## src/rtl/twin_carry_adder.sv

```systemverilog
module twin_carry_adder #(
  parameter int W = 64
) (
  input  logic         clk,
  input  logic         rst_n,
  input  logic         in_valid,
  input  logic [W-1:0] hi_word,
  input  logic [W-1:0] lo_word,
  input  logic [W-1:0] addend,
  output logic         out_valid,
  output logic [W-1:0] addend_new,
  output logic [W-1:0] low_result
);
  localparam int DW = 2 * W;

  logic [DW-1:0] joined, widened, total;
  logic [W-1:0]  tent_hi, final_hi;
  logic          bump;

  assign joined   = {hi_word, lo_word};
  assign widened  = {{W{1'b0}}, addend};
  assign total    = joined + widened - DW'(1);
  assign tent_hi  = total[DW-1:W];
  assign bump     = (addend[W-1:1] == '0);
  assign final_hi = tent_hi + W'(bump);

  always_ff @(posedge clk) begin
    if (!rst_n) begin
      out_valid  <= 1'b0;
      addend_new <= '0;
      low_result <= '0;
    end else begin
      out_valid <= in_valid;
      if (in_valid) begin
        addend_new <= final_hi;
        low_result <= total[W-1:0];
      end
    end
  end

  AST_VALID_FOLLOWS: assert property (@(posedge clk) disable iff (!rst_n)
    in_valid |=> out_valid);
  AST_VALID_DROPS: assert property (@(posedge clk) disable iff (!rst_n)
    !in_valid |=> !out_valid);
  AST_LOW_WORD: assert property (@(posedge clk) disable iff (!rst_n)
    in_valid |=> low_result == $past(W'(lo_word + addend - W'(1))));
  AST_ADDEND_ONE: assert property (@(posedge clk) disable iff (!rst_n)
    in_valid && addend == W'(1) |=> addend_new == W'($past(hi_word) + W'(1)));
  AST_ZERO_BORROW: assert property (@(posedge clk) disable iff (!rst_n)
    in_valid && addend == '0 && lo_word == '0 |=> addend_new == $past(hi_word));
  AST_ZERO_NO_BORROW: assert property (@(posedge clk) disable iff (!rst_n)
    in_valid && addend == '0 && lo_word != '0 |=> addend_new == W'($past(hi_word) + W'(1)));
  AST_HOLD: assert property (@(posedge clk) disable iff (!rst_n)
    !in_valid |=> $stable(addend_new) && $stable(low_result));
endmodule

```

## config.mk

```make
export PLATFORM = sky130hd
export DESIGN_NAME = twin_carry_adder
export DESIGN_NICKNAME = d
export VERILOG_FILES = /design/src/rtl/twin_carry_adder.sv
export SDC_FILE = /design/constraint.sdc
export NUM_CORES = 1
export LEC_CHECK = 0
export ABC_CLOCK_PERIOD_IN_PS = 7800
export BUFFER_PORTS_ARGS = -buffer_cell sky130_fd_sc_hd__buf_2
export CORE_MARGIN = 3
export CORE_UTILIZATION = 45
export CTS_CLUSTER_DIAMETER = 200
export DETAILED_ROUTE_END_ITERATION = 10
export MAX_ROUTING_LAYER = met4
export PLACE_DENSITY = 0.68
export SYNTH_ARGS = -nofsm -noshare
export SYNTH_HDL_FRONTEND = slang
export SYNTH_SLANG_ARGS = --single-unit
export TNS_END_PERCENT = 50
```

## constraint.sdc

```tcl
create_clock -name clk -period 7.8 [get_ports clk]
set_input_delay 1.95 -clock clk [delete_from_list [all_inputs] [get_ports clk]]
set_output_delay 1.95 -clock clk [all_outputs]
set_load 0.01 [all_outputs]
```

==> impl_metrics.ini, run 1 <==
[run_status]
outcome = complete, no violations

[cts]
cts_made_buffers = 17
clk_latency_ns = 0.43
cts_resized = 0
clock_path_buffers = 2
cts-hold-fix-buffers = 0
cts_sinks = 129
cts_tree = yes
clock-root-buffer = clkbuf_16
h-tree-depth = 4
cts_setup_buffers = 0
clk_pin_slew_worst_paths_ns = 0.07

[synthesis]
synthArstFlopShare = 0
synth_top_family_by_area = simple AND/OR/NAND/NOR gates
synth-edff-count = 0
netlist_instances = 2775
synth_top_area_share = 0.137
ys_seq_area_frac = 0.137
syn-num-nets = 3163
ys_types = 101
synth_mux_area_frac = 0.0318
syn_avg_cell_area_um2 = 6.82
yosys.area.top_type = dfxtp_1
synth_fa_ha_area_frac = 0.128
netlist_top_cells_area = dfxtp_1, ha_1, a21oi_1, inv_1, nand2_1
synth_simple_gate_area_frac = 0.267
synth_warnings = 0
netlist_area_mm2 = 0.0189
synth_compound_area_frac = 0.259
synth-xor-area-share = 0.0735
ys.flop_type = dfxtp_1
synth_seq_cells = 129

[layout]
stdcell_count = 3603
layout.nets = 3443
final_cell_mix = inv_1, buf_2, a21oi_1, nand2_1, nor2_1
drive_gt1_frac = 0.165
final_util = 0.527
fillerInstances = 4084
final_common_cell = inv_1
syn2layout_area_growth_pct = 14.9

[run]
drv_cap = 0

[worst_setup_path]
required_ns = 8.13
path_cells = buf_2 -> inv_1 -> ha_1 -> inv_1 -> ha_1 -> nand2_1 -> o21a_1 -> a211o_1 -> o21a_1 -> o2bb2ai_1 -> nor2_1 -> buf_4 -> o41ai_1 -> buf_4 -> xnor2_1 -> buf_4 -> nand3_1 -> nor4b_4 -> nand3_1 -> nor4_1 -> xnor2_1 -> o21ai_1
worst-path-max-fanout = 8
crit_path_end_kind = register
critical_path.top_delay_family = compound AO/OA/AOI/OAI gates
start_kind = input pin
path_buf_inv = 6
worst-path-stages = 22
rr_worst_depth = 2
arrival_ns = 7.54
cp_slowest_cell = o2bb2ai_1
critical_path_class = in2reg
cpMostUsedCell = buf_4
reg2reg_from = addend_new[10]$_SDFFE_PN0P_
slowest_delay_ns = 0.74
crit_start = addend[14]

[timing]
maxSlewViolCount = 0
hold_violations = 0
slew_headroom = 0.205
clock_skew_ns = 0
setup_viol = 0
layout_setup_ws_ns = 0.591
hold-worst-slack_ns = 0.464
min_period_ns = 7.21
worst_pin_slew_ns = 1.18
clock.fmax_ghz = 0.139
post-route-period-util = 0.924
rsz0062_at_grt = no
setup_tns_ns = 0

[min_path]
hold_start = addend_new[58]$_SDFFE_PN0P_
hold_depth = 2
hp-class = reg2reg

[route]
wl_per_cell_um = 23.5
via_per_inst = 6.18
drc = 0
num_vias = 22300
dr.pass1.iters = 6
wl_um = 84700
dr.first_iter.drc_count = 2622
postRouteAntennaNets = 0

[die]
core_area_mm2 = 0.0412
dieArea_mm2 = 0.0445
ios = 324
fp.dieH_um = 211
start_util = 0.459
die_w_um = 211
core.rowCount = 74

[power_and_ir_drop]
irDropWorstVdd_mv = 0.117
p_leak_nw = 10.2
power_density_mw_per_mm2 = 173

[grt]
gr-total-overflow = 0
grt_start_max_net_pins = 127
grtUsageTotal = 0.376
grt_pass1_vias = 20700
grt_pass1_wl_um = 125000
antenna_found_initial = 2

[placement]
port_buffers = 323
place_ws_ns = 0.352
place_inst = 3568
gp_congestion = 1.05
dp_hpwl_um = 73300
## worst min-delay path, delay by kind of cell (launching register included)
| kind | cells | cell delay (ns) |
|---|---|---|
| AO/OA/AOI/OAI | 1 | 0.05 |
| flip-flops | 1 | 0.32 |
| AND/OR/NAND/NOR | 1 | 0.05 |
## Yosys cell counts, drive strengths merged, types with 69 or more instances
cell type,n
xor2,69
ha,192
nand2,250
a21oi,283
nor2b,79
buf,82
o21ai,199
xnor2,88
nor2,219
nand4,131
inv,346
dfxtp,129
## logic make-up after synthesis
kind of cell / Yosys count
AOI/OAI and AO/OA: 774
xor gates and xnor gates: 157
and+or+nand+nor: 973
DFF: 129
adders and majority gates: 193
muxes: 60
buffers and inverters: 489
## metal layers
layer,GRT usage,vias to the layer above,part of all wire
li1,-,10400,-
met1,0.551,10700,0.48
met2,0.512,1118,0.39
met3,0.112,86,0.12
met4,0.0656,0,0.016
met5,-,-,0
## final cells by class
type,instances,area [um^2],share of cell area
inverter,347,1300,0.0600
antenna,3,7.51,0.000346
multi-input combinational,2157,14400,0.662
timing repair buffer,403,2220,0.102
sequential,129,2580,0.119
clock inverter,15,144,0.00662
clock buffer,17,425,0.0196
tap,532,666,0.0306
## power by group
group | internal, mW | switching (mW)
clock network | 0.423 | 0.360
logic | 0.739 | 1.43
registers | 0.748 | 0.0546
total | 1.91 | 1.85
## worst paths after layout
kind	endpoint	slack, ns
worst min-delay path	addend_new[58]$_SDFFE_PN0P_	0.46
worst max register to register	addend_new[10]$_SDFFE_PN0P_	7.00
worst max-delay path	addend_new[57]$_SDFFE_PN0P_	0.59
worst min register to register	addend_new[58]$_SDFFE_PN0P_	0.46
## state kept, by name, summed over array words and instances, names as in the netlist
register and flops:
addend_new 64, out_valid 1, low_result 64
## stage by stage
step / power [mW] / instance area [um^2]
after CTS: 3.68 / 21700
final: 3.76 / 21700
after floorplan: 2.11 / 18900
after global routing: 3.94 / 21700
after global placement: 2.88 / 21100
after detailed placement: 2.90 / 21100
(Power assumes the default switching activity.)
==> inputs of run 2 (changes only) <==
- ABC_CLOCK_PERIOD_IN_PS: 7800 -> 8100
- CORE_ASPECT_RATIO: not set -> 0.7
- clock period: 7.8 -> 8.1 ns (I/O delays scaled with it)
==> impl_metrics.ini, run 2 (synthesis gave the netlist of run 1 again) <==
[run]
drv_cap = 0

[route]
num_vias = 22900
postRouteAntennaNets = 0
wl_per_cell_um = 25.0
via_per_inst = 6.37
drc = 0
wl_um = 90200
dr.first_iter.drc_count = 3694
dr.pass1.iters = 8

[worst_setup_path]
required_ns = 8.36
slowest_delay_ns = 0.41
worst-path-max-fanout = 7
arrival_ns = 7.86
cp_slowest_cell = ha_1
crit_path_end_kind = register
critical_path_class = in2reg
start_kind = input pin

[timing]
clock_skew_ns = 0
setup_viol = 0
clock.fmax_ghz = 0.132
post-route-period-util = 0.938
hold_violations = 0
slew_headroom = 0.264
setup_tns_ns = 0
worst_pin_slew_ns = 1.09
rsz0062_at_grt = no
maxSlewViolCount = 0
min_period_ns = 7.60

[cts]
clk_latency_ns = 0.42
cts_made_buffers = 17
cts_tree = yes
clk_pin_slew_worst_paths_ns = 0.06
h-tree-depth = 4
clock-root-buffer = clkbuf_16
cts_sinks = 129
cts-hold-fix-buffers = 0
clock_path_buffers = 2

[die]
dieArea_mm2 = 0.0446
ios = 324
fp.dieH_um = 178
core.rowCount = 62
die_w_um = 251
start_util = 0.458
core_area_mm2 = 0.0413

[layout]
layout.nets = 3433
syn2layout_area_growth_pct = 14.8
drive_gt1_frac = 0.162
fillerInstances = 4159
top_regs = addend_new: 64 flops, low_result: 64 flops, out_valid: 1 flops
final_common_cell = inv_1
final_cell_mix = inv_1, buf_2, a21oi_1, nand2_1, nor2_1
final_util = 0.526

[min_path]
hp-class = reg2reg

[power_and_ir_drop]
p_seq_frac = 0.205
p_total_mw = 3.77
internal_power_mw = 1.92
power_density_mw_per_mm2 = 174
irDropWorstVdd_mv = 0.138
pwr-share-clk = 0.211
combPwrFrac = 0.584
power.switching_mw = 1.86
p_leak_nw = 10.1
switching_share = 0.492

[placement]
dp_hpwl_um = 78200
port_buffers = 323
gp_congestion = 1.14

[grt]
gr-total-overflow = 0
grt_pass1_vias = 20700
grt_start_max_net_pins = 127
grt_pass1_wl_um = 131000
antenna_found_initial = 0
grtUsageTotal = 0.400

[run_status]
outcome = complete, no violations
-- run 2: changes by cell type in the layout (fill, tap and decap cells not counted), sizes merged --
cell,previous run,this run
buf,403,393
bufinv,0,3
clkbuf,17,20
clkinvlp,1,3
diode,3,1
inv,356,348
-- run 2: power by group through the flow --
stage | clock network, mW | logic (mW) | registers [mW]
2_1_floorplan | 0 | 1.22 | 0.812
3_3_place_gp | 0 | 2.05 | 0.783
3_5_place_dp | 0 | 2.07 | 0.786
4_1_cts | 0.801 | 2.08 | 0.773
5_1_grt | 0.830 | 2.32 | 0.782
6_report | 0.795 | 2.20 | 0.775
-- run 2: final timing paths --
kind	start	end	slack (ns)	depth (start not counted)
worst max register to register	addend_new[10]$_SDFFE_PN0P_	addend_new[10]$_SDFFE_PN0P_	7.26	2
worst min register to register	addend_new[63]$_SDFFE_PN0P_	addend_new[63]$_SDFFE_PN0P_	0.45	2
worst min-delay path	addend_new[63]$_SDFFE_PN0P_	addend_new[63]$_SDFFE_PN0P_	0.45	2
worst max-delay path	addend[25]	addend_new[36]$_SDFFE_PN0P_	0.50	29
-- run 2: repair_timing --
action / 4_1_cts / 5_1_grt
setup endpoints to repair: 0 / 12
setup buffers: 0 / 0
resized for setup: 0 / 2
-- run 2: final cells by class --
type,instances,area [um^2],share of cell area
multi-input combinational,2157,14400,0.663
sequential,129,2580,0.119
timing repair buffer,393,2150,0.0989
inverter,347,1300,0.0600
tap,544,681,0.0313
clock buffer,20,447,0.0206
clock inverter,12,158,0.00726
antenna,1,2.50,0.000115
-- run 2: per-stage QoR --
| stage | cell area [um^2] | setup WS [ns] | cells | hold slack (ns) |
|---|---|---|---|---|
| after global placement | 21100 | 0.145 | 3570 | 0.439 |
| final | 21700 | 0.503 | 3603 | 0.450 |
| after floorplan | 18900 | 1.50 | 2775 | 0.470 |
| after CTS | 21700 | 0.530 | 3602 | 0.450 |
| after global routing | 21700 | 0.108 | 3602 | 0.472 |
| after detailed placement | 21100 | 0.147 | 3570 | 0.441 |
-- run 2: metal layers --
layer,global-route usage,routed length (um),vias up,part of all wire
li1,-,-,10400,-
met1,0.615,43500,10900,0.48
met2,0.452,29800,1601,0.33
met3,0.190,15800,87,0.18
met4,0.0531,1110,0,0.012
met5,-,0,-,0
-- run 2: worst max-delay path: cells and delay by family --
family | cells | cell delay, ns
AND/OR/NAND/NOR | 11 | 2.07
AO/OA/AOI/OAI | 8 | 1.77
adder cells (fa/ha/maj) | 4 | 1.21
buffers and inverters | 4 | 0.44
XOR/XNOR | 2 | 0.32
